[src/rtl/int_edge_cond.sv]
module int_edge_cond #(
  parameter int DIV  = 64,
  parameter int SYNC = 2
) (
  input  logic       clk,
  input  logic       rst,
  input  logic       cyc_tick,
  input  logic       standby,
  input  logic       pin_a,
  input  logic       pin_b,
  input  logic       pin_c,
  input  logic       mode_a_we,
  input  logic [3:0] mode_a_wdata,
  input  logic       mode_b_we,
  input  logic [3:0] mode_b_wdata,
  input  logic [2:0] flag_clr,
  output logic [2:0] req_flag
);
  localparam int PW = $clog2(DIV);

  logic [3:0]      mode_a_q, mode_b_q;
  logic [PW-1:0]   pre_q;
  logic [SYNC-1:0] sa_q, sb_q, sc_q;
  logic            samp_q, filt_q, pa_q, pb_q, pc_q;
  logic [2:0]      set;

  wire lvl_a    = sa_q[SYNC-1];
  wire lvl_b    = sb_q[SYNC-1];
  wire lvl_c    = sc_q[SYNC-1];
  wire pre_tick = (pre_q == PW'(DIV - 1));
  wire tick_a   = !standby && (mode_a_q[3] ? pre_tick : cyc_tick);
  wire unused_mode_bits = ^{mode_a_q[2], mode_b_q[3:2]};

  function automatic logic edge_hit(input logic [1:0] m, input logic cur, input logic prev);
    case (m)
      2'b00:   edge_hit = cur & ~prev;
      2'b01:   edge_hit = ~cur & prev;
      2'b10:   edge_hit = cur ^ prev;
      default: edge_hit = 1'b0;
    endcase
  endfunction

  assign set[0] = edge_hit(mode_a_q[1:0], filt_q, pa_q);
  assign set[1] = edge_hit(mode_b_q[1:0], lvl_b, pb_q);
  assign set[2] = lvl_c & ~pc_q;

  always_ff @(posedge clk) begin
    if (rst) begin
      mode_a_q <= '0;
      mode_b_q <= '0;
      pre_q    <= '0;
      sa_q     <= '0;
      sb_q     <= '0;
      sc_q     <= '0;
      samp_q   <= 1'b0;
      filt_q   <= 1'b0;
      pa_q     <= 1'b0;
      pb_q     <= 1'b0;
      pc_q     <= 1'b0;
      req_flag <= '0;
    end else begin
      pre_q <= pre_tick ? '0 : pre_q + 1'b1;
      sa_q  <= {sa_q[SYNC-2:0], pin_a};
      sb_q  <= {sb_q[SYNC-2:0], pin_b};
      sc_q  <= {sc_q[SYNC-2:0], pin_c};
      if (tick_a) begin
        samp_q <= lvl_a;
        if (lvl_a == samp_q) filt_q <= lvl_a;
      end
      pa_q <= filt_q;
      pb_q <= lvl_b;
      pc_q <= lvl_c;
      if (mode_a_we) mode_a_q <= mode_a_wdata;
      if (mode_b_we) mode_b_q <= mode_b_wdata;
      req_flag <= (req_flag & ~flag_clr) | set;
    end
  end

  assert_reset_clear_R1: assert property (@(posedge clk)
    rst |=> (req_flag == 3'b000 && mode_a_q == 4'h0 && mode_b_q == 4'h0));

  assert_standby_freeze_R9: assert property (@(posedge clk) disable iff (rst)
    standby |=> $stable(filt_q));

  assert_filter_agree_R3: assert property (@(posedge clk) disable iff (rst)
    (filt_q != lvl_a || filt_q != samp_q) && !(tick_a && lvl_a == samp_q) |=> $stable(filt_q));

  assert_pin_c_rise_only_R6: assert property (@(posedge clk) disable iff (rst)
    $rose(req_flag[2]) |-> $past(lvl_c));

  assert_mode_off_R2: assert property (@(posedge clk) disable iff (rst)
    (mode_b_q[1:0] == 2'b11 && !req_flag[1]) |=> !req_flag[1]);

  genvar gi;
  for (gi = 0; gi < 3; gi++) begin : g_hold
    assert_flag_hold_R7: assert property (@(posedge clk) disable iff (rst)
      (req_flag[gi] && !flag_clr[gi]) |=> req_flag[gi]);
  end
endmodule

[config.mk]
export PLATFORM = sky130hd
export DESIGN_NAME = int_edge_cond
export DESIGN_NICKNAME = d
export VERILOG_FILES = /design/src/rtl/int_edge_cond.sv
export SDC_FILE = /design/constraint.sdc
export NUM_CORES = 1
export LEC_CHECK = 0
export ABC_AREA = 1
export BUFFER_PORTS_ARGS = -buffer_cell sky130_fd_sc_hd__buf_2
export CAP_MARGIN = 0
export CELL_PAD_IN_SITES_DETAIL_PLACEMENT = 1
export CELL_PAD_IN_SITES_GLOBAL_PLACEMENT = 1
export CORE_ASPECT_RATIO = 0.8
export CORE_MARGIN = 3
export CORE_UTILIZATION = 33
export DETAILED_ROUTE_END_ITERATION = 7
export PLACE_DENSITY = 0.72
export SETUP_SLACK_MARGIN = 0.15
export SLEW_MARGIN = 5
export SYNTH_ARGS = -nofsm -noshare
export SYNTH_HDL_FRONTEND = slang
export SYNTH_SLANG_ARGS = --single-unit
[constraint.sdc]
create_clock -name clk -period 1.2 [get_ports clk]
set_clock_uncertainty 0.2 [all_clocks]
set_input_delay 0.18 -clock clk [delete_from_list [all_inputs] [get_ports clk]]
set_output_delay 0.18 -clock clk [all_outputs]
set_load 0.01 [all_outputs]
## Word level (Yosys, flattened, before mapping)

Cells that the tools add are included.

| word-level totals | value |
|---|---|
| output and inout bits | 3 |
| bits in registers | 26 |
| input bits | 20 |
| word-level logic and storage cells | 43 |

| cells by class | value |
|---|---|
| mux-type cells | 3 |
| $add $sub $neg | 1 |
| reductions and logical operators | 6 |
| eq/ne operators | 6 |
| bitwise operators | 15 |

Operators with widths:

| cell | number |
|---|---|
| adder 6 x 1 -> 6 bit, second input constant | 1 |
| equality test 6 bit, second input constant | 1 |
| case mux 1 bit (3 select lines) | 2 |
| AND 1 bit | 5 |
| inverter 1 bit | 5 |
| equality test 2 x 1 -> 1 bit, second input constant | 2 |
| equality test 2 bit, second input constant | 2 |
| zero test 2 bit | 2 |
| AND 3 bit | 1 |
| inverter 3 bit | 1 |
| bitwise OR 3 bit | 1 |
| AND reduction 2 bit | 1 |
| OR reduction 2 bit | 1 |
| XOR 1 bit | 2 |
| equality test 1 bit | 1 |
| logical AND 1 bit | 1 |
| zero test 1 bit | 1 |
| 2-to-1 mux 1 bit | 1 |

## Depth between registers and ports, before layout

Gate-level depths: netlist of run 1.

| depth | value |
|---|---|
| depth after elaboration | 4 |
| gate-level depth with buffers | 6 |
| depth with buffers taken out | 6 |

## Least setup slack after synthesis of run 1

OpenSTA, ideal clock, no wires.

| path | value |
|---|---|
| path kind | reg2reg |
| start | reg pre_q[0] |
| end | reg filt_q |
| period minus slack after synthesis | 1.297 ns |
| arrival time | 0.977 ns |
| required time | 0.881 ns |
| path slack | -0.097 ns |
| cell stages (with the launch flop) | 7 |
| path through | dfxtp_1 -> ha_1 -> nand3_2 -> o21bai_4 -> nand3_1 -> nand2_1 -> a21oi_1 |

| between the ends | value |
|---|---|
| word-level cells in the longest chain between the ends | 4 |

Ends and longest elaborated chain:

| item | RTL line | RTL |
|---|---|---|
| start: declaration | 22 | `logic [PW-1:0] pre_q;` |
| start signal: assignment | 62 | `pre_q <= pre_tick ? '0 : pre_q + 1'b1;` |
| equality test 6 bit | 30 | `wire pre_tick = (pre_q == PW'(DIV - 1));` |
| 2-to-1 mux 1 bit | 31 | `wire tick_a = !standby && (mode_a_q[3] ? pre_tick : cyc_tick);` |
| logical AND 1 bit | 31 |  |
| AND reduction 2 bit (no source line) | -- |  |
| end signal: assignment | 68 | `if (lvl_a == samp_q) filt_q <= lvl_a;` |
| end: declaration | 24 | `logic samp_q, filt_q, pa_q, pb_q, pc_q;` |

No other way between the ends.
A chain may end at the register's enable or synchronous reset.

## Worst setup path after layout of run 1

| path | value |
|---|---|
| start | reg pre_q[1] |
| end | reg filt_q |

The elaborated chain is that of the path after synthesis.

==> metrics.txt, run 1 <==
vias in the first global route=924; routed len/inst=12.8 µm; Yosys reg bits=25; H-tree depth=1; drt total wl=2.51 mm; critical path class=flip-flop to flip-flop; CTS tree=built; Post-Synthesis Cell Area=963 µm²; RSZ-0062 raised after global routing=yes; final setup violation count=9; Post-Place Setup Slack=-0.117 ns; Non-Filler Instances=196; ANT nets after route=0; number of diodes=0; hold_ws=-0.0223 ns; measured slew at the worst slew-check pin=0.325 ns; placed cells=173; initial antenna violation count=0; CP endpoint kind=flip-flop; reg2reg setup slack=-0.15 ns; final hold vios=1; floorplan row count=16; GR Util All Layers=0.156; Crit Path Max Fanout=3; Yosys Warn Count=0; area of the multi-input gates=449 µm²; cells on worst reg2reg path=6; Final Slew Violations=0; fin crit period=1.35 ns; hold endpoint=mode_a_q[0]$_SDFFE_PP0P_; failing checks=negative hold slack, negative setup slack; DP HPWL=1.68 mm; Max clock buf depth=2; PD cells=1000 nW/µm²; # fillers=312; Seq/Total Area, Yosys=0.519; utilization after layout=0.564; Ports=23; Critical Path Slowest Stage Cell=dfxtp_2; syn_area_per_cell=8.53 µm²; CTS Buf Count=3; post-synth cell types=18; Fin Setup TNS=-0.640 ns; # port buffers=19; worst hold path cell count=3; Fmax=741 MHz; leakage=0.637 nW; Worst-path clk slew=0.13 ns; initial DRC count=13; die span in x=66.4 µm; die area=3610 µm²; top post-synthesis cells by area=dfxtp_1 52%, inv_1 9.0%, nor2_1 7.4%; starting density of the core=0.370; RR Endpoint=filt_q$_SDFFE_PP0P_; first-pass GRT wire length=4.11 mm; r2r startpoint=pre_q[1]$_SDFF_PP0_; DRC=0; grt ovf=0; peak supply drop=0.606 mV; Hold Crit Class=primary input to flip-flop; Core ar.=2600 µm²; post-synth top area cell=dfxtp_1; post-DR vias/cell=4.56; Mapped Cells=113; Final WS setup=-0.149 ns; Num Clock Sinks=25; max cap viols=0; vias=893; largest net degree at the start of global routing=14; worst path arrival time=1.36 ns; cts hold-fix bufs=14; CP startpoint kind=flip-flop; Pre-Repair DR Iteration Count=3; worst skew pair latency=0.31 ns; critical path required time=1.21 ns; area grow syn2layout=52.5%; Yosys top cell area share=0.519; Slew Limit Headroom=0.783; syn nets=138; Max stage delay on crit path=0.38 ns; ratio of cells with drive above 1 in the final layout=0.363; CTS Root Cell=clkbuf_4; Hold Startpoint=mode_a_wdata[0]; Placer Congestion=0.699; fin nets=186; outcome=complete, but fails checks; chain of cells forming the critical path=ha_4 -> nand3_4 -> o21bai_4 -> nand3_1 -> nand2_1 -> a21oi_2; fin crit share=1.12; die height=54.3 µm; footprint of the flip-flops and latches=512 µm²
==> power breakdown <==
part | internal (mW) | total [mW] | switching [mW]
logic | 0.123 | 0.213 | 0.0902
registers | 0.871 | 0.897 | 0.0263
clock network | 0.130 | 0.362 | 0.232
==> registers in the layout, indices dropped and copies added, names as in the netlist <==
name and flops:
sa_q 2, samp_q 1, pre_q 6, mode_a_q 3, pb_q 1, pa_q 1
pc_q 1, sb_q 2, req_flag 3, filt_q 1, sc_q 2, mode_b_q 2
==> critical path, delay by kind of cell (launching register included) <==
kind / cells / cell delay (ns)
compound gates: 2 / 0.22
flops: 1 / 0.38
simple gates: 3 / 0.29
fa+ha+maj: 1 / 0.16
==> cell usage after synthesis <==
cell	n
xnor2_1	1
inv_1	23
dfxtp_1	25
nand3_2	2
o21ai_0	6
o21bai_4	1
nand2_1	11
o211ai_1	2
ha_1	5
o32ai_1	1
a31oi_1	2
o21ai_2	1
nand3_1	3
xor2_1	2
clkbuf_1	1
nor2_1	19
a21oi_1	7
o21a_1	1
==> routing by layer <==
| metal | vias to the layer above | share of wire | track usage |
|---|---|---|---|
| met5 | - | 0 | 0 |
| met4 | 0 | 0.0016 | 0.0203 |
| met3 | 2 | 0.038 | 0.0493 |
| met2 | 16 | 0.53 | 0.313 |
| met1 | 429 | 0.43 | 0.165 |
| li1 | 446 | - | - |
==> through the flow <==
| stage | power, mW | instance area, µm² |
|---|---|---|
| after CTS | 1.49 | 1440 |
| after global routing | 1.56 | 1470 |
| after detailed placement | 1.06 | 1180 |
| after global placement | 1.05 | 1180 |
| final | 1.47 | 1470 |
| after floorplan | 0.990 | 1000 |
==> repair_timing <==
action,in CTS,in global routing
endpoints found under the hold margin,13,1
gates resized for setup,16,10
setup endpoints to repair,13,17
setup buffers,4,1
pin swaps,7,5
==> cell families (layout without fill, tap and decap cells) <==
logic type	Yosys count	count (layout)	synth area share
AND/OR/NAND/NOR	35	35	0.153
flip-flops	25	25	0.519
buffers and inverters	24	71	0.0935
AO/OA/AOI/OAI	21	21	0.142
adder cells (fa/ha/maj)	5	5	0.0649
XOR/XNOR	3	3	0.0273
==> cells in the final DEF (no fill, tap or decap) <==
| cell | n |
|---|---|
| nand3_4 | 1 |
| nor2_2 | 1 |
| inv_1 | 21 |
| nand2_2 | 2 |
| clkbuf_4 | 3 |
| nand3_2 | 1 |
| nand2_1 | 9 |
| clkbuf_1 | 1 |
| dfxtp_1 | 16 |
| xor2_1 | 2 |
| buf_4 | 8 |
| nand3_1 | 3 |
| a21oi_2 | 3 |
| inv_2 | 2 |
| buf_2 | 16 |
| a21oi_1 | 4 |
| o21ai_2 | 1 |
| o32ai_1 | 1 |
| dfxtp_2 | 9 |
| buf_6 | 6 |
| ha_1 | 1 |
| nor2_1 | 18 |
| ha_4 | 4 |
| a31oi_1 | 2 |
| o21a_1 | 1 |
| xnor2_1 | 1 |
| o211ai_1 | 2 |
| o21ai_0 | 2 |
| dlygate4sd3_1 | 13 |
| o21bai_4 | 1 |
| o21ai_1 | 4 |
| dlymetal6s4s_1 | 1 |
==> final cells by class <==
class,instances,area share
sequential,25,0.348
tap,36,0.0307
inverter,23,0.0588
clock buffer,4,0.0179
timing repair buffer,44,0.239
multi-input combinational,64,0.306
==> worst max-delay path by stage <==
| stage | startpoint | end | slack, ns |
|---|---|---|---|
| after CTS | pre_q[1]$_SDFF_PP0_ | filt_q$_SDFFE_PP0P_ | -0.10 |
| after global routing | pre_q[1]$_SDFF_PP0_ | filt_q$_SDFFE_PP0P_ | -0.22 |
| after detailed placement | pre_q[1]$_SDFF_PP0_ | filt_q$_SDFFE_PP0P_ | -0.12 |
| after floorplan | pre_q[1]$_SDFF_PP0_ | filt_q$_SDFFE_PP0P_ | -0.04 |
| final | pre_q[1]$_SDFF_PP0_ | filt_q$_SDFFE_PP0P_ | -0.15 |
| after global placement | pre_q[1]$_SDFF_PP0_ | filt_q$_SDFFE_PP0P_ | -0.06 |
(Power assumes the default switching activity.)
==> run 2: changes to the inputs <==
SKIP_LAST_GASP = 1   (was unset)
==> run 2 against run 1 <==
Net effect:
- the flow still finishes with violations (negative hold slack, negative setup slack)
- count of clock-buffer cells in the layout unchanged
- sequential share of layout area up 0.059 points
- combinational power about the same
- global-route usage stayed put
- register-to-register slack barely moved
- largest cell class unchanged
==> metrics.txt, run 2 (synthesis results as in run 1) <==
clock group share of total power=0.246 (about the same); Net Switching=0.348 mW (-0.20%); grt ovf=0 (unchanged); post-DR vias/cell=4.56 (unchanged); starting density of the core=0.370 (unchanged); max cap viols=0 (unchanged); Fmax=741 MHz (unchanged); Critical Path Slowest Stage Cell=dfxtp_2; commonest non-fill, non-tap cells in the layout=21 x inv_1, 18 x nor2_1, 16 x buf_2, 16 x dfxtp_1, 13 x dlygate4sd3_1; Comb pwr share=0.144 (about the same); Crit Path Max Fanout=3 (unchanged); GR Util All Layers=0.156 (unchanged); chain of cells forming the critical path=ha_4 -> nand3_4 -> o21bai_4 -> nand3_1 -> nand2_1 -> a21oi_2; critical path class=flip-flop to flip-flop; drt total wl=2.51 mm (about the same); Worst-path clk slew=0.13 ns (about the same); vias=893 (unchanged); Fin Setup TNS=-0.640 ns (unchanged); # port buffers=19 (unchanged); Max stage delay on crit path=0.38 ns (about the same); CP startpoint kind=flip-flop; DRC=0 (unchanged); DP HPWL=1.68 mm (unchanged); H-tree depth=1 (unchanged); critical path required time=1.21 ns (about the same); reg2reg setup slack=-0.15 ns (about the same); outcome=complete, but fails checks; hold_ws=-0.0223 ns (unchanged); cells on worst reg2reg path=6 (unchanged); Crit. Startpoint=pre_q[1]$_SDFF_PP0_; number of flip-flops in the largest register=6 (unchanged); # fillers=313 (+0.32%); floorplan row count=16 (unchanged); failing checks=negative hold slack, negative setup slack; measured slew at the worst slew-check pin=0.325 ns (unchanged); fin crit period=1.35 ns (unchanged); Cell Area, Placed=1180 µm² (unchanged); Hold Startpoint=mode_a_wdata[0]; leakage=0.636 nW (about the same); fin nets=186 (unchanged); Largest Register=pre_q; RSZ-0062 raised after global routing=yes; Pre-Repair DR Iteration Count=3 (unchanged); worst hold path cell count=3 (unchanged); routed len/inst=12.8 µm (about the same); hold endpoint=mode_a_q[0]$_SDFFE_PP0P_; Max clock buf depth=2 (unchanged); ANT nets after route=0 (unchanged); Seq pwr share=0.610 (about the same); first-pass GRT wire length=4.11 mm (unchanged); ratio of cells with drive above 1 in the final layout=0.356 (-0.00625); Post-Place Setup Slack=-0.117 ns (unchanged); final hold vios=1 (unchanged); Ports=23 (unchanged); Final Slew Violations=0 (unchanged); worst path arrival time=1.36 ns (about the same); initial DRC count=13 (unchanged); Int Power=1.12 mW (about the same); die area=3610 µm² (unchanged); fin crit share=1.12 (unchanged); cts hold-fix bufs=14 (unchanged); CP endpoint kind=flip-flop; CTS tree=built; Slew Limit Headroom=0.783 (unchanged); worst skew pair latency=0.31 ns (about the same); area grow syn2layout=52.2%; die height=54.3 µm (unchanged); Core ar.=2600 µm² (unchanged); CTS Buf Count=3 (unchanged); die span in x=66.4 µm (unchanged); Finished Cell Area=1470 µm² (-0.17%); Hold Crit Class=primary input to flip-flop; number of diodes=0 (unchanged); largest net degree at the start of global routing=14 (unchanged); cell family with most CP delay=flip-flops; peak supply drop=0.606 mV (about the same); CTS Root Cell=clkbuf_4; biggest regs=pre_q x6, mode_a_q x3, req_flag x3; vias in the first global route=924 (unchanged); Placer Congestion=0.699 (unchanged); Final WS setup=-0.149 ns (unchanged); r2r startpoint=pre_q[1]$_SDFF_PP0_; Buf/Inv on CP=0 (unchanged); switch share=0.237 (about the same); initial antenna violation count=0 (unchanged); final setup violation count=9 (unchanged); RR Endpoint=filt_q$_SDFFE_PP0P_; Num Clock Sinks=25 (unchanged); most common cell after layout, fill and taps aside=inv_1; PD cells=1000 nW/µm² (about the same)
-- run 2: cell counts in the layout (fill, tap and decap cells not counted) --
Identical to the previous run, type by type.
-- run 2: worst max path at each step --
stage / end / slack [ns] / cells past startpoint
2_1_floorplan: filt_q$_SDFFE_PP0P_ / -0.04 / 6
3_3_place_gp: filt_q$_SDFFE_PP0P_ / -0.06 / 6
3_5_place_dp: filt_q$_SDFFE_PP0P_ / -0.12 / 6
4_1_cts: filt_q$_SDFFE_PP0P_ / -0.10 / 6
5_1_grt: filt_q$_SDFFE_PP0P_ / -0.22 / 6
6_report: filt_q$_SDFFE_PP0P_ / -0.15 / 6
-- run 2: what timing repair did --
item,4_1_cts,5_1_grt
endpoints found under the hold margin,13,1
setup buffers,4,1
cloned,0,0
pin swaps,7,5
resized for setup,16,9
setup endpoints to repair,13,17
-- run 2: worst register-to-register path, cell delays in order (launching register included) --
cell and delay [ns]:
dfxtp_2 0.38, ha_4 0.16, nand3_4 0.10, o21bai_4 0.16, nand3_1 0.10, nand2_1 0.09, a21oi_2 0.06
-- run 2: final cells by class --
cell class                 count  area, µm²  area share
clock buffer                   4       26.3      0.0179
inverter                      23       86.3      0.0589
sequential                    25        512       0.349
timing repair buffer          44        350       0.239
tap                           36       45.0      0.0307
multi-input combinational     64        447       0.305
-- run 2: through the flow --
step / cells / utilization / power (mW)
after global routing: 196 / 0.563 / 1.56
after detailed placement: 173 / 0.454 / 1.06
after CTS: 195 / 0.555 / 1.49
final: 196 / 0.563 / 1.47
after global placement: 173 / 0.454 / 1.05
after floorplan: 113 / - / 0.990
-- run 2: power by group through the flow --
stage / registers, mW / clock network, mW / logic, mW
after floorplan: 0.911 / 0 / 0.0790
after global placement: 0.910 / 0 / 0.137
after detailed placement: 0.913 / 0 / 0.150
after global routing: 0.902 / 0.418 / 0.237
after CTS: 0.897 / 0.384 / 0.205
final: 0.897 / 0.362 / 0.212
-- run 2: routing by layer --
layer / GRT usage / vias up / wire, µm
met5: 0 / - / 0
met4: 0.0203 / 0 / 4
met3: 0.0493 / 2 / 95
met2: 0.313 / 16 / 1330
met1: 0.165 / 429 / 1080
li1: - / 446 / -
